--- config.mk ---
export PLATFORM = sky130hd
export DESIGN_NAME = rtc_trim_divider
export DESIGN_NICKNAME = d
export VERILOG_FILES = /design/src/rtl/rtc_trim_pkg.sv /design/src/rtl/rtc_trim_stage.sv /design/src/rtl/rtc_quarter_count.sv /design/src/rtl/rtc_cal_out.sv /design/src/rtl/rtc_trim_divider.sv
export SDC_FILE = /design/constraint.sdc
export NUM_CORES = 1
export LEC_CHECK = 0
export BUFFER_PORTS_ARGS = -buffer_cell sky130_fd_sc_hd__buf_2
export CORE_UTILIZATION = 25
export DETAILED_ROUTE_END_ITERATION = 7
export PLACE_DENSITY_LB_ADDON = 0.05
export SYNTH_ARGS = -nofsm -noshare
export SYNTH_HDL_FRONTEND = slang
export SYNTH_SLANG_ARGS = --single-unit
--- constraint.sdc ---
create_clock -name clk -period 4.95 [get_ports clk]
set_input_delay 0.7425 -clock clk [delete_from_list [all_inputs] [get_ports clk]]
set_output_delay 0.7425 -clock clk [all_outputs]
set_load 0.03 [all_outputs]
--- src/rtl/rtc_trim_pkg.sv ---
package rtc_trim_pkg;

  localparam int unsigned TRIM_P_W = 17;
  localparam int unsigned TRIM_Q_W = 2;

  // raise a trim count that is too small to a safe floor
  function automatic int unsigned clamp_p(input int unsigned p, input int unsigned p_min);
    return (p < p_min) ? p_min : p;
  endfunction

  // length of quarter idx of a second, in enabled cycles
  function automatic int unsigned quarter_len(input int unsigned p, input int unsigned q,
                                              input int unsigned idx);
    return p + ((idx < q) ? 32'd1 : 32'd0);
  endfunction

endpackage

--- src/rtl/rtc_trim_stage.sv ---
module rtc_trim_stage
  import rtc_trim_pkg::*;
#(
  parameter int unsigned P_W     = TRIM_P_W,
  parameter int unsigned Q_W     = TRIM_Q_W,
  parameter logic [P_W-1:0] P_RESET = P_W'(32'h10000),
  parameter int unsigned P_MIN   = 4
) (
  input  logic           clk,
  input  logic           rst_n,
  input  logic           sec_end,
  input  logic           trim_load,
  input  logic [P_W-1:0] trim_p,
  input  logic [Q_W-1:0] trim_q,
  output logic [P_W-1:0] act_p,
  output logic [Q_W-1:0] act_q
);

  logic [P_W-1:0] pend_p;
  logic [Q_W-1:0] pend_q;
  logic [P_W-1:0] safe_p;

  assign safe_p = P_W'(clamp_p(32'(trim_p), P_MIN));

  always_ff @(posedge clk or negedge rst_n) begin
    if (!rst_n) begin
      pend_p <= P_RESET;
      pend_q <= '0;
      act_p  <= P_RESET;
      act_q  <= '0;
    end else begin
      if (trim_load) begin
        pend_p <= safe_p;
        pend_q <= trim_q;
      end
      if (sec_end) begin
        act_p <= trim_load ? safe_p : pend_p;
        act_q <= trim_load ? trim_q : pend_q;
      end
    end
  end

endmodule

--- src/rtl/rtc_quarter_count.sv ---
module rtc_quarter_count
  import rtc_trim_pkg::*;
#(
  parameter int unsigned P_W = TRIM_P_W,
  parameter int unsigned Q_W = TRIM_Q_W
) (
  input  logic           clk,
  input  logic           rst_n,
  input  logic           ce,
  input  logic [P_W-1:0] act_p,
  input  logic [Q_W-1:0] act_q,
  output logic [Q_W-1:0] qtr_idx,
  output logic           qtr_end,
  output logic           sec_end
);

  localparam int unsigned C_W = P_W + 1;
  localparam int unsigned NQ  = 1 << Q_W;

  logic [C_W-1:0] cyc_cnt;
  logic [C_W-1:0] cur_len;
  logic           last_cyc;

  assign cur_len  = C_W'(quarter_len(32'(act_p), 32'(act_q), 32'(qtr_idx)));
  assign last_cyc = (cyc_cnt + C_W'(1)) >= cur_len;
  assign qtr_end  = ce && last_cyc;
  assign sec_end  = qtr_end && (qtr_idx == Q_W'(NQ - 1));

  always_ff @(posedge clk or negedge rst_n) begin
    if (!rst_n) begin
      cyc_cnt <= '0;
      qtr_idx <= '0;
    end else if (ce) begin
      if (last_cyc) begin
        cyc_cnt <= '0;
        qtr_idx <= qtr_idx + Q_W'(1);
      end else begin
        cyc_cnt <= cyc_cnt + C_W'(1);
      end
    end
  end

endmodule

--- src/rtl/rtc_cal_out.sv ---
module rtc_cal_out #(
  parameter int unsigned Q_W = 2,
  parameter int unsigned G_W = 2
) (
  input  logic           clk,
  input  logic           rst_n,
  input  logic           qtr_end,
  input  logic           sec_end,
  input  logic [Q_W-1:0] qtr_idx,
  output logic           qtr_tick,
  output logic           sec_tick,
  output logic           pulse_1s,
  output logic           pulse_4s
);

  logic [G_W-1:0] sec_grp;

  always_ff @(posedge clk or negedge rst_n) begin
    if (!rst_n) begin
      qtr_tick <= 1'b0;
      sec_tick <= 1'b0;
      sec_grp  <= '0;
    end else begin
      qtr_tick <= qtr_end;
      sec_tick <= sec_end;
      if (sec_end) sec_grp <= sec_grp + G_W'(1);
    end
  end

  assign pulse_1s = (qtr_idx == '0);
  assign pulse_4s = (sec_grp == '0);

endmodule

--- src/rtl/rtc_trim_divider.sv ---
module rtc_trim_divider
  import rtc_trim_pkg::*;
#(
  parameter int unsigned P_W     = TRIM_P_W,
  parameter int unsigned Q_W     = TRIM_Q_W,
  parameter int unsigned G_W     = 2,
  parameter logic [P_W-1:0] P_RESET = P_W'(32'h10000),
  parameter int unsigned P_MIN   = 4
) (
  input  logic           clk,
  input  logic           rst_n,
  input  logic           ce,
  input  logic           trim_load,
  input  logic [P_W-1:0] trim_p,
  input  logic [Q_W-1:0] trim_q,
  output logic           sec_tick,
  output logic           qtr_tick,
  output logic           pulse_1s,
  output logic           pulse_4s
);

  // internal events, named for the checker
  logic [P_W-1:0] act_p;
  logic [Q_W-1:0] act_q;
  logic [Q_W-1:0] qtr_idx;
  logic           qtr_end;
  logic           sec_end;

  rtc_trim_stage #(
    .P_W(P_W), .Q_W(Q_W), .P_RESET(P_RESET), .P_MIN(P_MIN)
  ) u_stage (
    .clk(clk), .rst_n(rst_n), .sec_end(sec_end), .trim_load(trim_load),
    .trim_p(trim_p), .trim_q(trim_q), .act_p(act_p), .act_q(act_q)
  );

  rtc_quarter_count #(
    .P_W(P_W), .Q_W(Q_W)
  ) u_count (
    .clk(clk), .rst_n(rst_n), .ce(ce), .act_p(act_p), .act_q(act_q),
    .qtr_idx(qtr_idx), .qtr_end(qtr_end), .sec_end(sec_end)
  );

  rtc_cal_out #(
    .Q_W(Q_W), .G_W(G_W)
  ) u_out (
    .clk(clk), .rst_n(rst_n), .qtr_end(qtr_end), .sec_end(sec_end),
    .qtr_idx(qtr_idx), .qtr_tick(qtr_tick), .sec_tick(sec_tick),
    .pulse_1s(pulse_1s), .pulse_4s(pulse_4s)
  );

endmodule

==> impl_metrics.py, run 1 <==
metrics = {
    "run_status": {
        "outcome": "finished clean",
    },
    "route": {
        "vias": 2367,
        "routedWlPerCell_um": 15.3,
        "viasPerCell": 4.49,
        "routed-wl-met3_um": 273,
        "m1WireLength_mm": 4.32,
        "dr.pass1.iters": 4,
        "dr.first_iter.drc_count": 92,
        "finalWirelength_mm": 8.07,
        "top_layer_used": "met4",
        "drcViolationCount": 0,
        "antenna_left": 0,
        "dr_wl_met2_mm": 3.34,
    },
    "grt": {
        "grt_pass1_wl_mm": 13.4,
        "grtUsageTotal": 0.124,
        "antenna_found_initial": 0,
        "grt_pass1_vias": 2404,
        "grt_max_degree": 41,
        "gr-total-overflow": 0,
    },
    "timing": {
        "tightest_slew_ns": 0.934,
        "rsz0062_at_grt": "false",
        "slew_viol_final": 0,
        "slew_headroom": 0.378,
        "final-setup-viol-count": 0,
        "finalCriticalPeriod_ns": 4.25,
        "tns_ns": 0,
        "hold_viol_final": 0,
        "finalCritPeriodShare": 0.858,
        "fmax_mhz": 235,
        "fin_worst_skew_ns": 0.00693,
    },
    "cells_and_area": {
        "seq_area_um2": 1550,
        "drive_above_1_share": 0.254,
        "post_layout_nonfiller_instances": 527,
        "diodes": 0,
        "fill_cells": 1454,
        "most-common-layout-cells": "dfrtp_1, nand2_1, buf_2",
        "syn2layout_area_growth_pct": 16.6,
        "nNetsFinal": 391,
        "multi_input_area_um2": 1880,
        "final_common_cell": "dfrtp_1",
    },
    "clock_network": {
        "cts_tree": "done",
        "cts_hold_buf": 0,
        "postCtsSetupBuffers": 0,
        "cts.sink_count": 62,
        "clk_pin_slew_ns": 0.06,
        "ctsResizeCount": 0,
        "cts_buffers": 9,
        "clockBufferDepth": 2,
        "worstSkewPairLatency_ns": 0.33,
        "htreeDepth": 3,
        "root_buffer": "clkbuf_16",
    },
    "critical_path": {
        "cp_slowest_cell": "or4_4",
        "cp_cell_sequence": "ha_1, a21oi_1, ha_1, ha_1, nand3_1, nor3_1, nand4_1, xor2_1, ha_1, nand4_1, or4_4, o211ai_2, and3_1, buf_12, mux2_2",
        "reg2regPathDepth": 15,
        "required_ns": 5.17,
        "path_class": "flip-flop to flip-flop",
        "cp_data_arrival_time_ns": 4.47,
        "r2r-start": "u_count.qtr_idx[1]",
        "crit_path_start": "u_count.qtr_idx[1]",
        "crit_path_end_kind": "flip-flop",
        "worstSetupStartpointType": "flip-flop",
        "cp-endpoint": "u_stage.act_p[7]",
        "crit_top_cell": "ha_1",
        "cpPeakStageDelay_ns": 0.57,
        "timing.rr.end": "u_stage.act_p[7]",
        "rrSetupSlack_ns": 0.70,
        "critPathMaxFanout": 22,
    },
    "place": {
        "dp.cells": 512,
        "gp_congestion": 0.685,
        "dp_hpwl_mm": 5.84,
        "place.port_buffers": 26,
    },
    "die": {
        "design.die.area_um2": 14700,
        "io_pins": 27,
        "die_h_um": 121,
        "rows": 43,
        "core_um2": 13900,
        "start_util": 0.257,
        "fp.dieW_um": 121,
    },
    "logic_synthesis": {
        "yosys.area.top_type": "dfrtp_1",
        "ys_async_sr_fraction": 1.00,
        "synth_ff_type": "dfrtp_1",
        "synth.net_count": 363,
        "synthTopCellsByArea": "dfrtp_1, ha_1, mux2_4",
        "synth_cell_types": 37,
        "synth.avg_cell_area_um2": 11.3,
        "yosys.area.top_type_share": 0.421,
        "ys_seq_area_frac": 0.436,
        "ys_ff_latch": 62,
        "synth_warnings": 0,
        "synth_edf_count": 0,
        "synth_area_um2": 3560,
        "netlist_instances": 315,
    },
    "power_and_ir_drop": {
        "p_leak_nw": 1.84,
        "power_density_nw_per_um2": 530,
        "vdd_drop_max_mv": 0.224,
    },
    "hold_path": {
        "hp-class": "flip-flop to flip-flop",
    },
    "job": {
        "max-cap-violations": 0,
    },
}
[Yosys cell counts, types with 4 or more instances]
| cell type | count |
|---|---|
| nor2_1 | 7 |
| dfrtp_1 | 60 |
| xnor2_1 | 12 |
| nand2_1 | 30 |
| inv_1 | 11 |
| a21oi_1 | 12 |
| clkbuf_1 | 6 |
| ha_1 | 25 |
| mux2_4 | 18 |
| nand2b_1 | 7 |
| nand3_1 | 12 |
| and3_1 | 6 |
| and4_1 | 4 |
| o2bb2ai_1 | 15 |
| nor3_1 | 4 |
| xor2_1 | 20 |
| o21ai_0 | 8 |
| nand4_1 | 9 |
| mux2_2 | 19 |
[flip-flops by register name (all words and copies together), names as in the netlist]
register         cells
u_count.cyc_cnt     18
u_stage.act_p       17
u_stage.pend_p      17
u_count.qtr_idx      2
u_out.sec_grp        2
u_stage.act_q        2
u_stage.pend_q       2
u_out.qtr_tick       1
u_out.sec_tick       1
[final cells by class]
class / instances / share of cell area
Inverter: 11 / 0.00994
Tap cell: 180 / 0.0542
Clock buffer: 11 / 0.0584
Clock inverter: 4 / 0.0114
Multi-Input combinational cell: 230 / 0.452
Timing Repair Buffer: 29 / 0.0397
Sequential cell: 62 / 0.374
[power by group]
part	switching [mW]	internal (mW)	leakage [nW]	total, mW
logic	0.368	0.388	0.927	0.756
clock network	0.236	0.399	0.141	0.635
registers	0.156	0.654	0.776	0.810
total	0.760	1.44	1.84	2.20
[how the worst min path moves through the flow]
stage / from / end / cells after the start
6_report: u_stage.pend_p[14] / u_stage.pend_p[14] / 1
5_1_grt: u_stage.pend_p[15] / u_stage.pend_p[15] / 1
4_1_cts: u_stage.pend_q[1] / u_stage.pend_q[1] / 1
3_5_place_dp: u_stage.pend_q[1] / u_stage.pend_q[1] / 1
3_3_place_gp: u_stage.pend_q[1] / u_stage.pend_q[1] / 1
2_1_floorplan: rst_n / u_count.cyc_cnt[0] / 0
[per-stage QoR]
step	total power [mW]	setup WS, ns	util	instance area (um2)	hold slack (ns)
floorplan	1.38	1.20	-	3560	0.447
global placement	1.58	0.681	0.278	3860	0.489
detailed placement	1.59	0.623	0.278	3860	0.490
CTS	2.25	0.619	0.299	4160	0.503
global route	2.38	0.412	0.299	4160	0.516
finish	2.20	0.704	0.299	4160	0.494
[routing by layer]
metal / GRT usage / up-vias
met5: 0 / -
met4: 0.0509 / 0
met3: 0.0390 / 10
met2: 0.173 / 40
met1: 0.174 / 1129
li1: - / 1188
[worst max-delay path, delay by kind of cell, from the launching register on]
family	cells	cell delay, ns
xor gates and xnor gates	1	0.17
adders and majority gates	4	1.06
AOI/OAI and AO/OA	2	0.42
muxes	1	0.35
buffers and inverters	1	0.21
and+or+nand+nor	6	1.51
DFF	1	0.40
[logic make-up after synthesis]
| family | Yosys count | synth area share |
|---|---|---|
| and+or+nand+nor | 91 | 0.133 |
| DFF | 62 | 0.436 |
| AOI/OAI and AO/OA | 43 | 0.0860 |
| muxes | 39 | 0.142 |
| xor gates and xnor gates | 32 | 0.0787 |
| adders and majority gates | 25 | 0.0878 |
| buffers and inverters | 23 | 0.0365 |
Note: power is estimated with default switching activity, not from simulation.
==> run 2, diff against run 1 <==
Settings changed: CORE_UTILIZATION 25 to 56.
==> run 2 against run 1 <==
  * Via count did not move
  * Combinational power about the same
  * Routed wire length shrank 16%
  * Maximum frequency increased by 1.5%
  * Die area fell by 55%
  * Sequential share of layout area grew 2.1 points
  * Cell count decreased by 20%
  * Flip-flop and latch count did not move
  * Clock power down 24%
  * Sequential power down 0.6%
  * Largest cell class unchanged
==> impl_metrics.py, run 2 (synthesis gave the netlist of run 1 again) <==
metrics = {
    "run_status": {
        "outcome": "finished clean",
    },
    "timing": {
        "hold_viol_final": 0,
        "fin_worst_skew_ns": 0.00961,
        "fmax_mhz": 239,
        "tightest_slew_ns": 0.775,
        "holdWs_ns": 0.499,
        "slew_headroom": 0.484,
        "final-setup-viol-count": 0,
        "slew_viol_final": 0,
        "rsz0062_at_grt": "false",
        "finalCriticalPeriod_ns": 4.19,
        "tns_ns": 0,
        "finalCritPeriodShare": 0.846,
    },
    "critical_path": {
        "worstSetupStartpointType": "flip-flop",
        "crit_top_cell": "ha_1",
        "cp_cell_sequence": "ha_1, a21oi_1, ha_1, ha_1, nand3_1, nor3_1, nand4_1, xor2_1, ha_1, nand4_1, or4_4, o211ai_2, and3_1, buf_4, mux2_2",
        "crit_path_end_kind": "flip-flop",
        "path_class": "flip-flop to flip-flop",
        "required_ns": 5.17,
        "r2r-start": "u_count.qtr_idx[1]",
        "crit_path_start": "u_count.qtr_idx[1]",
        "cpPeakStageDelay_ns": 0.57,
        "critPathMaxFanout": 22,
        "cp_data_arrival_time_ns": 4.40,
        "cp_slowest_cell": "or4_4",
    },
    "route": {
        "dr_wl_met2_mm": 3.10,
        "routed-wl-met3_um": 156,
        "antenna_left": 0,
        "vias": 2367,
        "dr.first_iter.drc_count": 99,
        "top_layer_used": "met4",
        "drcViolationCount": 0,
        "dr.pass1.iters": 4,
        "viasPerCell": 5.60,
        "finalWirelength_mm": 6.74,
        "routedWlPerCell_um": 15.9,
        "m1WireLength_mm": 3.37,
    },
    "grt": {
        "antenna_found_initial": 0,
        "grt_pass1_vias": 2355,
        "gr-total-overflow": 0,
        "grt_pass1_wl_mm": 11.5,
        "grt_max_degree": 63,
        "grtUsageTotal": 0.233,
    },
    "hold_path": {
        "hp-class": "flip-flop to flip-flop",
        "min-delay-start": "u_stage.pend_p[3]",
    },
    "power_and_ir_drop": {
        "sw_frac_of_total": 0.353,
        "vdd_drop_max_mv": 0.348,
        "seqPwrFrac": 0.394,
        "power_frac_clock": 0.237,
        "power_switching_uw": 721,
        "combPwrFrac": 0.369,
        "p_leak_nw": 1.81,
        "power_density_nw_per_um2": 520,
        "intPower_mw": 1.32,
    },
    "cells_and_area": {
        "nNetsFinal": 391,
        "final_core_util": 0.653,
        "most-common-layout-cells": "dfrtp_1, nand2_1, buf_2",
        "fill_cells": 473,
        "diodes": 0,
        "top_register": "u_count.cyc_cnt",
        "drive_above_1_share": 0.256,
        "final_common_cell": "dfrtp_1",
        "design_area_um2": 3940,
        "syn2layout_area_growth_pct": 10.4,
        "largestRegisters": "u_count.cyc_cnt (18), u_stage.act_p (17), u_stage.pend_p (17)",
        "largest_reg_flops": 18,
    },
    "place": {
        "dp_hpwl_mm": 4.79,
        "gp_congestion": 0.779,
        "dpl_cell_area_um2": 3720,
        "place.port_buffers": 26,
    },
    "clock_network": {
        "htreeDepth": 3,
        "cts_hold_buf": 0,
        "postCtsSetupBuffers": 0,
        "ctsResizeCount": 0,
        "clockBufferDepth": 2,
        "cts.sink_count": 62,
        "root_buffer": "clkbuf_8",
        "cts_buffers": 9,
        "worstSkewPairLatency_ns": 0.34,
        "clk_pin_slew_ns": 0.07,
        "cts_tree": "done",
    },
    "die": {
        "io_pins": 27,
        "design.die.area_um2": 6690,
        "start_util": 0.591,
        "rows": 28,
        "die_h_um": 81.8,
        "fp.dieW_um": 81.8,
        "core_um2": 6030,
    },
    "job": {
        "max-cap-violations": 0,
    },
}
==> run 2: changes by cell type in the layout (fill, tap and decap cells not counted), sizes merged <==
cell,before,now
bufinv,1,2
clkinv,2,3
clkbuf,11,10
==> run 2: routing by layer <==
layer / GRT usage / vias to the layer above
met4: 0.0947 / 0
li1: - / 1180
met1: 0.327 / 1140
met2: 0.355 / 36
met5: 0 / -
met3: 0.0400 / 11
==> run 2: cell type report <==
class                      count  area (um2)  area share
multi-input combinational    230        1880       0.478
sequential                    62        1550       0.395
timing repair buffer          29         153      0.0388
clock buffer                  10         128      0.0324
tap                           75        93.8      0.0238
clock inverter                 6        86.3      0.0219
inverter                      11        41.3      0.0105
==> run 2: path summary, 6_finish.rpt <==
| path | endpoint | slack, ns | cells past startpoint |
|---|---|---|---|
| max | u_stage.act_p[8] | 0.76 | 15 |
| min reg2reg | u_stage.pend_p[3] | 0.50 | 1 |
| min in group asynchronous | u_count.cyc_cnt[3] | 0.55 | 2 |
| max reg2reg | u_stage.act_p[8] | 0.76 | 15 |
| min | u_stage.pend_p[3] | 0.50 | 1 |
| max in group asynchronous | u_stage.pend_p[12] | 3.87 | 2 |
==> run 2: worst max-delay path, delay by kind of cell, from the launching register on <==
family          cells  cell delay (ns)
simple gates        6             1.40
fa+ha+maj           4             1.06
flops               1             0.41
mux                 1             0.38
buf+inv             1             0.35
compound gates      2             0.29
xor+xnor            1             0.16
==> run 2: power by group through the flow <==
stage | clock, mW | combinational [mW] | sequential (mW)
2_1_floorplan | 0 | 0.605 | 0.774
3_5_place_dp | 0 | 0.754 | 0.812
5_1_grt | 0.518 | 0.851 | 0.829
3_3_place_gp | 0 | 0.727 | 0.805
6_report | 0.485 | 0.755 | 0.805
4_1_cts | 0.497 | 0.764 | 0.805
==> run 2: per-stage QoR <==
stage,setup slack [ns],power (mW),cells
6_report,0.765,2.04,423
4_1_cts,0.734,2.07,423
5_1_grt,0.442,2.20,423
3_5_place_dp,0.752,1.57,407
2_1_floorplan,1.20,1.38,315
3_3_place_gp,0.842,1.53,407
==> run 3, diff against run 2 <==
Settings changed: CORE_UTILIZATION 56 to 54.
Clock period 4.95 ns to 3.4 ns, I/O delays scaled along.
==> run 3 against run 2 <==
  * The run now ends with setup timing left
  * Sequential share of layout area shrank 3.4 points
  * Register-to-register slack lost 1.1 ns
  * Design area is 9.6% higher
  * Non-clock buffer count grew 34
  * Critical endpoint is now u_stage.act_p[15]
  * Largest power group is now combinational cells
==> impl_metrics.py, run 3 (synthesis gave the netlist of run 1 again) <==
metrics = {
    "run_status": {
        "outcome": "finished, violations left",
        "violations": "setup timing",
    },
    "critical_path": {
        "worstSetupStartpointType": "flip-flop",
        "timing.rr.end": "u_stage.act_p[15]",
        "rrSetupSlack_ns": -0.32,
        "required_ns": 3.62,
        "cp_data_arrival_time_ns": 3.94,
        "critPathMaxFanout": 4,
        "r2r-start": "u_stage.act_q[1]",
        "cp-endpoint": "u_stage.act_p[15]",
        "crit_path_start": "u_stage.act_q[1]",
        "path_class": "flip-flop to flip-flop",
        "crit_path_end_kind": "flip-flop",
        "reg2regPathDepth": 17,
    },
    "clock_network": {
        "clk_pin_slew_ns": 0.07,
        "cts_buffers": 9,
        "htreeDepth": 3,
        "worstSkewPairLatency_ns": 0.33,
        "clockBufferDepth": 2,
        "cts.sink_count": 62,
        "cts_tree": "done",
        "root_buffer": "clkbuf_8",
    },
    "cells_and_area": {
        "most-common-layout-cells": "dfrtp_1, buf_4, nand2_1",
        "largestRegisters": "u_count.cyc_cnt (18), u_stage.act_p (17), u_stage.pend_p (17)",
        "multi_input_area_um2": 1950,
        "seq_area_um2": 1550,
        "largest_reg_flops": 18,
        "nNetsFinal": 425,
        "final_common_cell": "dfrtp_1",
        "drive_above_1_share": 0.351,
        "fill_cells": 469,
        "syn2layout_area_growth_pct": 21.0,
        "top_register": "u_count.cyc_cnt",
        "diodes": 0,
    },
    "route": {
        "dr.first_iter.drc_count": 53,
        "antenna_left": 0,
        "vias": 2525,
        "finalWirelength_mm": 7.23,
        "routedWlPerCell_um": 15.8,
        "dr.pass1.iters": 4,
        "drcViolationCount": 0,
        "viasPerCell": 5.50,
    },
    "timing": {
        "slew_viol_final": 0,
        "fin_worst_skew_ns": 0.00761,
        "finalCriticalPeriod_ns": 3.72,
        "fmax_mhz": 269,
        "worst_slack_ns": -0.316,
        "holdWs_ns": 0.208,
        "final-setup-viol-count": 30,
        "finalCritPeriodShare": 1.09,
        "tightest_slew_ns": 0.671,
        "hold_viol_final": 0,
        "slew_headroom": 0.553,
        "rsz0062_at_grt": "true",
    },
    "die": {
        "rows": 29,
        "die_h_um": 83.2,
        "fp.dieW_um": 83.2,
        "start_util": 0.561,
        "core_um2": 6350,
        "io_pins": 27,
        "design.die.area_um2": 6930,
    },
    "place": {
        "dp_hpwl_mm": 5.24,
        "gp_congestion": 0.796,
        "place.port_buffers": 26,
    },
    "power_and_ir_drop": {
        "p_leak_nw": 2.00,
        "power_mw": 3.23,
        "power_density_nw_per_um2": 749,
        "vdd_drop_max_mv": 0.513,
    },
    "grt": {
        "gr-total-overflow": 0,
        "antenna_found_initial": 0,
        "grt_pass1_wl_mm": 12.4,
        "grt_pass1_vias": 2633,
        "grtUsageTotal": 0.228,
        "grt_max_degree": 32,
    },
    "job": {
        "max-cap-violations": 0,
    },
    "hold_path": {
        "hp-class": "input port to asynchronous set/reset pin",
    },
}
-- run 3: worst min-delay path by stage --
stage,startpoint,cells past startpoint,to,slack [ns]
global placement,u_stage.pend_q[1],1,u_stage.pend_q[1],0.49
global route,rst_n,1,u_count.qtr_idx[1],0.27
detailed placement,u_stage.pend_p[15],1,u_stage.pend_p[15],0.49
CTS,rst_n,1,u_count.qtr_idx[1],0.22
finish,rst_n,1,u_count.cyc_cnt[1],0.21
floorplan,rst_n,0,u_count.cyc_cnt[0],0.21
-- run 3: layout make-up --
type / instances / share of cell area
clock buffer: 10 / 0.0296
clock inverter: 6 / 0.0203
inverter: 11 / 0.00958
multi-input combinational: 230 / 0.452
sequential: 62 / 0.360
tap: 77 / 0.0223
timing repair buffer: 63 / 0.106
-- run 3: through the flow --
step / util / setup TNS, ns / setup WS, ns / cell area (um2) / cells
floorplan: - / -1.90 / -0.107 / 3620 / 315
global placement: 0.625 / -5.99 / -0.297 / 3970 / 433
detailed placement: 0.625 / -7.03 / -0.348 / 3970 / 433
CTS: 0.679 / -6.48 / -0.326 / 4310 / 457
global route: 0.679 / -14.87 / -0.516 / 4310 / 459
finish: 0.679 / -6.66 / -0.316 / 4310 / 459
-- run 3: timing repair --
action,in CTS,in global routing
endpoints found under the setup margin,39,43
hold buffers,0,0
setup buffers,7,3
resized for setup,10,3
gates cloned,2,0
pin swaps,2,5
-- run 3: worst max-delay path, stage by stage (launching register included) --
cell,delay [ns]
dfrtp_1,0.35
inv_1,0.04
ha_1,0.29
a21oi_2,0.13
ha_2,0.23
ha_4,0.14
nand3_2,0.09
nor2_2,0.12
nand3_1,0.10
xor2_1,0.18
ha_1,0.31
nand4_1,0.13
or4_4,0.54
o211ai_2,0.19
and3_4,0.25
buf_6,0.12
buf_16,0.10
mux2_4,0.29
-- run 3: layer usage --
| metal | track usage | wire (um) | vias to the layer above |
|---|---|---|---|
| met1 | 0.297 | 3420 | 1212 |
| li1 | - | - | 1259 |
| met2 | 0.382 | 3510 | 44 |
| met4 | 0.0925 | 114 | 0 |
| met5 | 0 | 0 | - |
| met3 | 0.0348 | 192 | 10 |
-- run 3: report_power, final --
group          internal, mW  total (mW)  switching, mW  leakage (nW)
clock network         0.413       0.709          0.296         0.110
logic                 0.751        1.38          0.630          1.11
registers             0.951        1.14          0.191         0.776
total                  2.11        3.23           1.12          2.00
